## src/rtl/aud_ser_pkg.sv

```systemverilog
package aud_ser_pkg;

  typedef enum logic [1:0] {
    FMT_STD   = 2'd0,
    FMT_LEFT  = 2'd1,
    FMT_RIGHT = 2'd2,
    FMT_PULSE = 2'd3
  } fmt_e;

  localparam int unsigned WLEN_SHORT = 16;
  localparam int unsigned WLEN_MID   = 20;
  localparam int unsigned WLEN_LONG  = 24;

endpackage

```

## src/rtl/aud_sync.sv

```systemverilog
module aud_sync #(
  parameter int unsigned WIDTH  = 2,
  parameter int unsigned STAGES = 2
) (
  input  logic             clk,
  input  logic             rst_n,
  input  logic [WIDTH-1:0] raw_in,
  output logic [WIDTH-1:0] sync_out
);

  logic [WIDTH-1:0] stage_q [STAGES];

  genvar gi;
  generate
    for (gi = 0; gi < STAGES; gi++) begin : g_stage
      if (gi == 0) begin : g_first
        always_ff @(posedge clk or negedge rst_n) begin
          if (!rst_n) stage_q[gi] <= '0;
          else        stage_q[gi] <= raw_in;
        end
      end else begin : g_rest
        always_ff @(posedge clk or negedge rst_n) begin
          if (!rst_n) stage_q[gi] <= '0;
          else        stage_q[gi] <= stage_q[gi-1];
        end
      end
    end
  endgenerate

  assign sync_out = stage_q[STAGES-1];

endmodule

```

## src/rtl/aud_slot_track.sv

```systemverilog
module aud_slot_track
  import aud_ser_pkg::*;
#(
  parameter int unsigned POS_W = 6
) (
  input  logic             clk,
  input  logic             rst_n,
  input  logic             rise_en,
  input  logic             wclk_lvl,
  input  fmt_e             fmt,
  output logic [POS_W-1:0] pos,
  output logic             locked
);

  logic [POS_W-1:0] pos_q, pos_d;
  logic             primed_q, primed_d;
  logic             locked_q, locked_d;
  logic             wprev_q, wprev_d;
  logic             chan;

  // channel selected by the level seen at a slot boundary
  assign chan = (fmt == FMT_STD) ? wclk_lvl : ~wclk_lvl;

  always_comb begin
    pos_d    = pos_q;
    primed_d = primed_q;
    locked_d = locked_q;
    wprev_d  = wprev_q;
    if (rise_en) begin
      wprev_d  = wclk_lvl;
      primed_d = 1'b1;
      pos_d    = pos_q + 1'b1;
      if (primed_q) begin
        if (fmt == FMT_PULSE) begin
          if (wclk_lvl && !wprev_q) begin
            pos_d    = '1;
            locked_d = 1'b1;
          end
        end else if (wclk_lvl != wprev_q) begin
          pos_d    = {chan, {(POS_W-1){1'b0}}};
          locked_d = 1'b1;
        end
      end
    end
  end

  always_ff @(posedge clk or negedge rst_n) begin
    if (!rst_n) begin
      pos_q    <= '0;
      primed_q <= 1'b0;
      locked_q <= 1'b0;
      wprev_q  <= 1'b0;
    end else begin
      pos_q    <= pos_d;
      primed_q <= primed_d;
      locked_q <= locked_d;
      wprev_q  <= wprev_d;
    end
  end

  assign pos    = pos_q;
  assign locked = locked_q;

endmodule

```

## src/rtl/aud_word_out.sv

```systemverilog
module aud_word_out
  import aud_ser_pkg::*;
#(
  parameter int unsigned WORD_MAX  = 24,
  parameter int unsigned SLOT_BITS = 32,
  parameter int unsigned POS_W     = 6
) (
  input  logic                clk,
  input  logic                rst_n,
  input  logic                fall_en,
  input  logic                locked,
  input  logic [POS_W-1:0]    pos,
  input  fmt_e                fmt,
  input  logic [1:0]          wlen,
  input  logic [WORD_MAX-1:0] left_in,
  input  logic [WORD_MAX-1:0] right_in,
  output logic                sdata
);

  localparam int unsigned IDX_W = $clog2(SLOT_BITS);
  localparam logic [IDX_W:0] SLOT_C = SLOT_BITS[IDX_W:0];

  logic [POS_W-1:0]    next_pos;
  logic [IDX_W:0]      bpos, width, idx;
  logic                chan, start, hit, bit_v, live_d;
  logic [WORD_MAX-1:0] word, shifted;
  logic [WORD_MAX-1:0] left_q, right_q;
  logic                live_q, sd_q, sd_d;

  assign next_pos = pos + 1'b1;
  assign bpos     = {1'b0, next_pos[IDX_W-1:0]};
  assign chan     = next_pos[POS_W-1];
  assign start    = (next_pos == '0);

  always_comb begin
    unique case (wlen)
      2'd0:    width = (IDX_W+1)'(WLEN_SHORT);
      2'd1:    width = (IDX_W+1)'(WLEN_MID);
      default: width = (IDX_W+1)'(WLEN_LONG);
    endcase
  end

  // bit placement per framing format
  always_comb begin
    hit = 1'b0;
    idx = '0;
    unique case (fmt)
      FMT_STD: begin
        hit = (bpos >= (IDX_W+1)'(1)) && (bpos <= width);
        idx = width - bpos;
      end
      FMT_RIGHT: begin
        hit = (bpos >= (SLOT_C - width));
        idx = SLOT_C - (IDX_W+1)'(1) - bpos;
      end
      default: begin
        hit = (bpos < width);
        idx = width - (IDX_W+1)'(1) - bpos;
      end
    endcase
  end

  assign word    = start ? left_in : (chan ? right_q : left_q);
  assign shifted = word >> idx;
  assign bit_v   = shifted[0];
  assign live_d  = live_q | (locked & start);
  assign sd_d    = live_d & hit & bit_v;

  always_ff @(posedge clk or negedge rst_n) begin
    if (!rst_n) begin
      left_q  <= '0;
      right_q <= '0;
      live_q  <= 1'b0;
      sd_q    <= 1'b0;
    end else if (fall_en) begin
      if (locked && start) begin
        left_q  <= left_in;
        right_q <= right_in;
      end
      live_q <= live_d;
      sd_q   <= sd_d;
    end
  end

  assign sdata = sd_q;

endmodule

```

## src/rtl/aud_ser_tx.sv

```systemverilog
module aud_ser_tx
  import aud_ser_pkg::*;
#(
  parameter int unsigned WORD_MAX    = 24,
  parameter int unsigned SLOT_BITS   = 32,
  parameter int unsigned SYNC_STAGES = 2
) (
  input  logic                clk,
  input  logic                rst_n,
  input  logic                bclk_in,
  input  logic                wclk_in,
  input  logic [1:0]          fmt_sel,
  input  logic [1:0]          wlen_sel,
  input  logic [WORD_MAX-1:0] left_word,
  input  logic [WORD_MAX-1:0] right_word,
  output logic                sdata_out
);

  localparam int unsigned POS_W = $clog2(SLOT_BITS) + 1;

  logic [1:0]       sync_v;
  logic             bclk_s, wclk_s;
  logic             bclk_prev_q;
  logic             bclk_rise, bclk_fall;
  logic [POS_W-1:0] slot_pos;
  logic             locked;
  fmt_e             fmt;

  assign fmt = fmt_e'(fmt_sel);

  aud_sync #(.WIDTH(2), .STAGES(SYNC_STAGES)) u_sync (
    .clk     (clk),
    .rst_n   (rst_n),
    .raw_in  ({bclk_in, wclk_in}),
    .sync_out(sync_v)
  );

  assign bclk_s = sync_v[1];
  assign wclk_s = sync_v[0];

  always_ff @(posedge clk or negedge rst_n) begin
    if (!rst_n) bclk_prev_q <= 1'b0;
    else        bclk_prev_q <= bclk_s;
  end

  assign bclk_rise = bclk_s & ~bclk_prev_q;
  assign bclk_fall = ~bclk_s & bclk_prev_q;

  aud_slot_track #(.POS_W(POS_W)) u_track (
    .clk     (clk),
    .rst_n   (rst_n),
    .rise_en (bclk_rise),
    .wclk_lvl(wclk_s),
    .fmt     (fmt),
    .pos     (slot_pos),
    .locked  (locked)
  );

  aud_word_out #(
    .WORD_MAX (WORD_MAX),
    .SLOT_BITS(SLOT_BITS),
    .POS_W    (POS_W)
  ) u_out (
    .clk     (clk),
    .rst_n   (rst_n),
    .fall_en (bclk_fall),
    .locked  (locked),
    .pos     (slot_pos),
    .fmt     (fmt),
    .wlen    (wlen_sel),
    .left_in (left_word),
    .right_in(right_word),
    .sdata   (sdata_out)
  );

endmodule

```

## config.mk

```make
export PLATFORM = sky130hd
export DESIGN_NAME = aud_ser_tx
export DESIGN_NICKNAME = d
export VERILOG_FILES = /design/src/rtl/aud_ser_pkg.sv /design/src/rtl/aud_sync.sv /design/src/rtl/aud_slot_track.sv /design/src/rtl/aud_word_out.sv /design/src/rtl/aud_ser_tx.sv
export SDC_FILE = /design/constraint.sdc
export NUM_CORES = 1
export LEC_CHECK = 0
export BUFFER_PORTS_ARGS = -buffer_cell sky130_fd_sc_hd__clkbuf_2
export CAP_MARGIN = 25
export CORE_ASPECT_RATIO = 1.75
export CORE_MARGIN = 1.5
export CORE_UTILIZATION = 40
export CTS_CLUSTER_SIZE = 20
export DETAILED_ROUTE_END_ITERATION = 6
export PLACE_DENSITY_LB_ADDON = 0.05
export SETUP_SLACK_MARGIN = 0.4
export SLEW_MARGIN = 0
export SYNTH_ARGS = -nofsm -noshare
export SYNTH_HDL_FRONTEND = slang
export SYNTH_SLANG_ARGS = --single-unit
```

## constraint.sdc

```tcl
create_clock -name clk -period 3.55 [get_ports clk]
set_input_delay 0.5325 -clock clk [delete_from_list [all_inputs] [get_ports clk]]
set_output_delay 0.5325 -clock clk [all_outputs]
set_load 0.02 [all_outputs]
```

# Word level (Yosys, flattened, before mapping)

Cells that the tools add are included.

Flip-flop bits (word level): 64
Output and inout port bits: 1
Word-level logic and storage cells: 59

Add/subtract/negate cells: 6
Magnitude comparators: 4
Equality and inequality tests: 5
Shift-type cells: 1
Multiplexer cells: 13
Bitwise logic cells: 9
Reduce and logical (&&, ||, !) cells: 10

Operators with widths:

| operator            | count |
|---|---|
| $mux 24             | 2 |
| $mux 6              | 4 |
| $shr 24x6->1        | 1 |
| $pmux 6 s2          | 1 |
| $pmux 4 s2          | 1 |
| $add 6x1->6 const B | 1 |
| $ge 5x6->1          | 1 |
| $logic_not 6->1     | 1 |
| $sub 5x1->6 const B | 1 |
| $sub 5x5->6         | 1 |
| $sub 5x5->6 const A | 1 |
| $sub 6x5->6         | 1 |
| $sub 6x5->6 const A | 1 |
| $and 1x1->1         | 5 |
| $ge 5x1->1 const B  | 1 |
| $le 5x5->1          | 1 |
| $lt 5x5->1          | 1 |
| $eq 2x2->1 const B  | 2 |
| $logic_not 2->1     | 2 |
| $mux 1              | 4 |
| $reduce_and 4->1    | 1 |
| $logic_and 1x1->1   | 3 |
| $not 1->1           | 3 |
| $eq 2x1->1 const B  | 1 |
| other kinds (7)     | 7 |

# Logic depth before layout (Yosys ltp)

Gate-level depths: netlist (run 1).

Word-level depth: 7
Mapped depth: 13
Depth with buffers taken out: 11

# Modules after synthesis

Synthesis (run 1) repeated with hierarchy kept, for this count alone.

Cells, all modules: 345
Area total of the unflattened synthesis: 4022.6 um^2

Modules (own cells, without submodules):

| module         | instances | cells an instance | area an instance (um^2) | sequential area each (um^2) |
|---|---|---|---|---|
| aud_word_out   | 1         | 280               | 3342.0                  | 1251.2 |
| aud_slot_track | 1         | 56                | 525.5                   | 225.2 |
| aud_sync       | 1         | 6                 | 115.1                   | 100.1 |
| aud_ser_tx     | 1         | 3                 | 40.0                    | 25.0 |

# Least setup slack after synthesis (run 1)

No wires, ideal clock.

Path kind: reg2reg
Start: reg u_track.pos_q[1], in the netlist u_track.pos[1]
End: reg u_out.sd_q, in the netlist u_out.sdata
Arrival: 2.745 ns
Required time: 3.422 ns
Slack: 0.677 ns
Stages on the path, launching flop included: 14
Buffers on the path: 2
Clock period less this slack: 2.873 ns
Cell sequence: dfrtp_1 ha_1 buf_2 xnor2_1 ha_1 nor2_1 a31oi_1 o21ai_0 buf_2 mux4_2 mux2i_1 a21boi_0 o2bb2a_4 o211ai_2

Longest elaborated chain between the ends: 6

Ends and longest elaborated chain:

| item                                                                | RTL line             | RTL |
|---|---|---|
| start: declaration                                                  | aud_slot_track.sv:15 | `logic [POS_W-1:0] pos_q, pos_d;` |
| start signal: assignment                                            | aud_slot_track.sv:54 | `pos_q <= pos_d;` |
| $add 6x1->6 (*)                                                     | aud_word_out.sv:30   | `assign next_pos = pos + 1'b1;` |
| parallel branches: the longest is 4 deep, another holds $sub 6x5->6 | -                    |  |
| $and 1x1->1 (*)                                                     | aud_word_out.sv:67   | `assign sd_d = live_d & hit & bit_v;` |
| end signal: assignment                                              | aud_word_out.sv:74   | `sd_q <= 1'b0;` |
| end signal: assignment                                              | aud_word_out.sv:81   | `sd_q <= sd_d;` |
| end: declaration                                                    | aud_word_out.sv:28   | `logic live_q, sd_q, sd_d;` |

Mark *: on every way between the ends.
A chain may end at the register's enable or synchronous reset.

# Worst setup path in the final report (run 1)

Start: reg u_track.pos_q[0], in the netlist u_track.pos[0]
End: reg u_out.sd_q, in the netlist u_out.sdata

Same word-level chain as after synthesis.

==> impl_metrics.toml, run 1 <==
[worst_hold_path]
worst_hold_path_type = "in2async"

[worst_setup_path]
cp_data_arrival_time_ps = 3240
crit_required_ps = 3800
end_kind = "flop"
start_kind = "flop"
ff2ff_setup_slack_ps = 560
r2r_cells = 12
worstSetupPathType = "reg2reg"
cp_cell_sequence = "ha_4, xnor2_2, ha_2, nor2b_1, a311oi_1, o21ai_2, buf_4, nand3_1, o22ai_1, or3_1, o2bb2a_4, o211ai_2"
cp_max_fo = 10
slowest_stage = "dfrtp_2"
slowest_delay_ps = 490

[cts]
cts_root_buffer = "clkbuf_16"
cts_inserted_buffers = 9
clkLatencyLatePin_ps = 330
cts_sinks = 64
cts_tree = "done"
cts_buffer_depth = 2
clkTransAtPathRegs_ps = 50
htree_num_levels = 3
hold_buffers = 0

[pwr]
max-vdd-ir-drop_v = 0.0003710
design_power_total_mw = 2.539
power_density_nw_per_um2 = 576.9
p_leak_nw = 1.936

[detailed_routing]
vias = 2604
drt_iter0_markers = 68
wl_per_cell_um = 17.91
drc = 0
drt-vias-per-instance = 5.414
dr.pass1.iters = 7
drt_wl_total_mm = 8.614
ant_nets = 0

[synth]
synth_nets = 365
synth-edff-count = 0
netlist_top_cells_area = "dfrtp_1 (43%), mux2_2 (16%), mux4_2 (6.1%)"
synth_cell_types = 60
ys_seq_area_frac = 0.4333
syn-instance-count = 301
synth_warnings = 0
synth_ff_type = "dfrtp_1"
synth.avg_cell_area_um2 = 12.28
synth_largest_area_cell = "dfrtp_1"
synth_top_area_share = 0.4333
synthesis.area_um2 = 3696
synthArstFlopShare = 1.000
ys_ff_latch = 64

[placement]
place_congestion = 0.8860
dp_hpwl_mm = 6.546
port_buffers = 56

[cells_and_area]
regArea_um2 = 1603
syn2layout_area_growth_pct = 19.09
multi_input_area_um2 = 1956
nFillCells = 849
nets = 420
antenna_cells = 0
drive_gt1_frac = 0.4488
most-common-layout-cells = "dfrtp_1 (63), clkbuf_2 (56), mux2_2 (51)"
final_common_cell = "dfrtp_1"

[floorplanning]
die_h_um = 130.2
ioPinCount = 57
start_util = 0.4090
die_x_um = 75.67
die_area_um2 = 9849
coreArea_um2 = 9036
rows = 46

[global_routing]
grtUsageTotal = 0.1988
grt-ovfl-total = 0
grt_first_pass_wirelength_mm = 14.16
grt_max_degree = 50
grt_pass1_vias = 2848
antenna_found_initial = 0

[sta]
setup_viol = 0
fmax_ghz = 0.3342
worstMarginPinSlew_ps = 751.7
period_share = 0.8428
rsz0062_at_grt = "false"
final_hold_viol_count = 0
setup_tns_ps = 0
clock_skew_ps = 4.730
slew_violations = 0
max_slew_margin = 0.4988
timing.final.crit_period_ps = 2992

[run]
drv_cap = 0

[outcome]
status = "complete, no violations"
==> final cells by class <==
| type | count | area share |
|---|---|---|
| Tap cell | 120 | 0.03411 |
| Sequential cell | 64 | 0.3641 |
| Timing Repair Buffer | 64 | 0.07732 |
| Multi-Input combinational cell | 209 | 0.4443 |
| Inverter | 8 | 0.006822 |
| Clock inverter | 5 | 0.01819 |
| Clock buffer | 11 | 0.05515 |
==> power by group <==
group	switching, mW	internal, mW
logic	0.365	0.380
clock network	0.311	0.632
registers	0.0683	0.783
total	0.744	1.79
==> worst max-delay path: cells and delay by family (launching register included) <==
kind	cells	cell delay, ps
compound gates	5	880
xor+xnor	1	160
fa+ha+maj	2	620
buf+inv	1	210
flops	1	490
simple gates	3	550
==> cells by family (layout without fill, tap and decap cells) <==
kind of cell / Yosys count / count (layout) / share of synthesized area
muxes: 74 / 74 / 0.2688
adders and majority gates: 8 / 8 / 0.02708
xor gates and xnor gates: 9 / 9 / 0.02133
DFF: 64 / 64 / 0.4333
and+or+nand+nor: 68 / 68 / 0.1073
buffers and inverters: 28 / 88 / 0.04469
AOI/OAI and AO/OA: 50 / 50 / 0.09750
==> sequential cells by signal, summed over array words and instances, names as in the netlist <==
name,count
u_out.live_q,1
bclk_prev_q,1
u_out.right_q,24
u_out.sdata,1
u_sync.sync_out,2
u_track.wprev_q,1
u_out.left_q,24
u_track.locked,1
u_track.pos,6
u_track.primed_q,1
u_sync.stage_q,2
==> per-stage QoR <==
step	cell area (um^2)	std cells	hold slack (ps)	util	setup WS, ps
2_1_floorplan	3696	301	236.9	-	677.4
3_3_place_gp	4051	465	333.2	0.4484	469.0
3_5_place_dp	4051	465	335.5	0.4484	369.5
4_1_cts	4380	481	288.9	0.4848	451.3
5_1_grt	4402	481	299.4	0.4871	424.2
6_report	4402	481	263.7	0.4871	558.2
==> per-layer routing <==
| layer | track usage | up-vias | share of wire |
|---|---|---|---|
| li1 | - | 1234 | - |
| met1 | 0.2148 | 1271 | 0.37 |
| met2 | 0.3411 | 71 | 0.54 |
| met3 | 0.03784 | 28 | 0.030 |
| met4 | 0.1324 | 0 | 0.059 |
| met5 | 0 | - | 0 |
==> worst paths after layout <==
| path | from | to |
|---|---|---|
| min in group clk | bclk_in | u_sync.stage_q[3] |
| setup reg to reg | u_track.pos[0] | u_out.sdata |
| setup / recovery | u_track.pos[0] | u_out.sdata |
| hold reg to reg | u_sync.stage_q[2] | u_sync.sync_out[0] |
| hold / removal | rst_n | u_track.wprev_q |
| max in group asynchronous | rst_n | u_track.pos[0] |
==> timing repair <==
action | CTS | global route
endpoints found under the setup margin | 1 | 1
hold endpoints to repair | 0 | 0
setup buffers | 0 | 0
gates resized for setup | 2 | 4
==> Yosys cell counts (2+ instances only) <==
cell type  number
mux2i_1         9
a21oi_1        10
buf_4           3
nand4b_1        3
ha_1            8
xnor2_1         6
nor2b_1         3
nand2b_1        4
nor2_1          7
clkbuf_8        2
nor4_1          3
a22o_1          4
nor3_1          6
clkbuf_1        2
a21boi_0        5
inv_1           8
mux4_1          3
buf_1           5
buf_2           5
or2_2           2
dfrtp_1        64
mux2_2         51
o211ai_1        3
xor2_1          3
or3_1           3
mux4_2         10
nand3_1         5
and3_2          4
nand2_1        17
buf_6           3
o21ai_0        10
and3_1          2
Note: power is estimated with default switching activity, not from simulation.
==> run 2, diff against run 1 <==
clock period = 2.6 ns   (was 3.55 ns; I/O delays follow)
==> impl_metrics.toml, run 2 (synthesis results as in run 1) <==
[cts]
cts_tree = "done"
htree_num_levels = 3
cts_inserted_buffers = 9
clkTransAtPathRegs_ps = 50
cts_sinks = 64
cts_root_buffer = "clkbuf_16"
cts_buffer_depth = 2
clkLatencyLatePin_ps = 330

[cells_and_area]
nFillCells = 800
most-common-layout-cells = "dfrtp_1 (63), clkbuf_2 (56), mux2_4 (48)"
instances_no_fill = 522
nets = 464
syn2layout_area_growth_pct = 39.64
final_common_cell = "dfrtp_1"
antenna_cells = 0
drive_gt1_frac = 0.5274

[sta]
fmax_ghz = 0.3859
worstMarginPinSlew_ps = 663.8
rsz0062_at_grt = "true"
timing.final.crit_period_ps = 2591
setup_viol = 0
final_hold_viol_count = 0
period_share = 0.9967
whs_ps = 61.04
max_slew_margin = 0.5575
slew_violations = 0
clock_skew_ps = 5.820

[floorplanning]
rows = 46
die_area_um2 = 9849
start_util = 0.4090
die_x_um = 75.67
die_h_um = 130.2
coreArea_um2 = 9036
ioPinCount = 57

[placement]
dp_hpwl_mm = 6.799
place_congestion = 0.8494
place_inst = 491
port_buffers = 56

[global_routing]
grt_max_degree = 65
grtUsageTotal = 0.2143
grt-ovfl-total = 0
antenna_found_initial = 0
grt_first_pass_wirelength_mm = 15.31
grt_pass1_vias = 2973

[detailed_routing]
drt_wl_total_mm = 10.15
dr.pass1.iters = 4
wl_per_cell_um = 19.44
drt_iter0_markers = 115
wl_met1_mm = 3.846
topRoutingLayerUsed = "met4"
wl_met3_um = 230
drc = 0
vias = 2865
ant_nets = 0
wl_met2_mm = 5.682
drt-vias-per-instance = 5.489

[pwr]
max-vdd-ir-drop_v = 0.0004408
power_density_nw_per_um2 = 699.3
p_leak_nw = 2.501

[worst_setup_path]
crit_required_ps = 2810
crit_family = "compound AO/OA/AOI/OAI gates"
cp_data_arrival_time_ps = 2800
crit_buf_inv = 1
cp_max_fo = 8
cp_cell_sequence = "ha_4, xnor2_4, ha_4, nor2_2, a31oi_2, o21ai_2, buf_6, mux4_2, mux2i_1, a21boi_1, o2bb2a_4, o211ai_2"
start_kind = "flop"
slowest_stage = "dfrtp_1"
worstSetupPathType = "reg2reg"
end_kind = "flop"
worst_path_most_repeated_cell = "ha_4"
slowest_delay_ps = 420

[worst_hold_path]
worst_hold_path_type = "in2async"

[outcome]
status = "complete, no violations"

[run]
drv_cap = 0
-- run 2: power by group --
group,leakage (nW),switching [mW],internal [mW],total [mW]
clock,0.130,0.394,0.678,1.07
combinational,1.62,0.628,0.770,1.40
sequential,0.749,0.0687,1.07,1.14
-- run 2: area by class of cell --
type,instances,area [um^2],area share
Tap cell,120,150.1,0.02909
Timing Repair Buffer,108,918.4,0.1779
Sequential cell,64,1603,0.3105
Multi-Input combinational cell,209,2198,0.4259
Inverter,8,30.03,0.005818
Clock inverter,1,5.005,0.0009697
Clock buffer,12,256.5,0.04970
-- run 2: repair_timing --
item                                    4_1_cts  5_1_grt
buffers inserted                              5        6
endpoints found under the setup margin       49       50
cloned                                        5        2
hold buffers                                  0        0
pin swaps                                     1        8
resized for setup                             8       71
-- run 2: worst paths after layout --
kind	start	end	slack, ps	depth (start not counted)
hold reg to reg	u_sync.stage_q[2]	u_sync.sync_out[0]	360	0
setup / recovery	u_track.pos[0]	u_out.sdata	9	12
max in group asynchronous	rst_n	u_track.pos[2]	2190	2
hold / removal	rst_n	u_sync.sync_out[0]	60	2
setup reg to reg	u_track.pos[0]	u_out.sdata	9	12
min in group clk	bclk_in	u_sync.stage_q[3]	170	1
-- run 2: metrics by stage --
| stage | utilization | power, mW | instance area (um^2) | setup WS, ps | TNS, ps |
|---|---|---|---|---|---|
| after floorplan | - | 1.993 | 3740 | -2.609 | -2.609 |
| after global placement | 0.4778 | 2.387 | 4318 | 35.99 | 0 |
| after detailed placement | 0.4778 | 2.403 | 4318 | -70.49 | -70.49 |
| after CTS | 0.5307 | 3.526 | 4796 | 24.78 | 0 |
| after global routing | 0.5712 | 3.820 | 5161 | -123.8 | -123.8 |
| final | 0.5712 | 3.609 | 5161 | 8.601 | 0 |
-- run 2: layer usage --
layer / global-route usage / vias to the layer above
li1: - / 1323
met5: 0 / -
met1: 0.2342 / 1460
met2: 0.3751 / 61
met4: 0.1155 / 0
met3: 0.04556 / 21
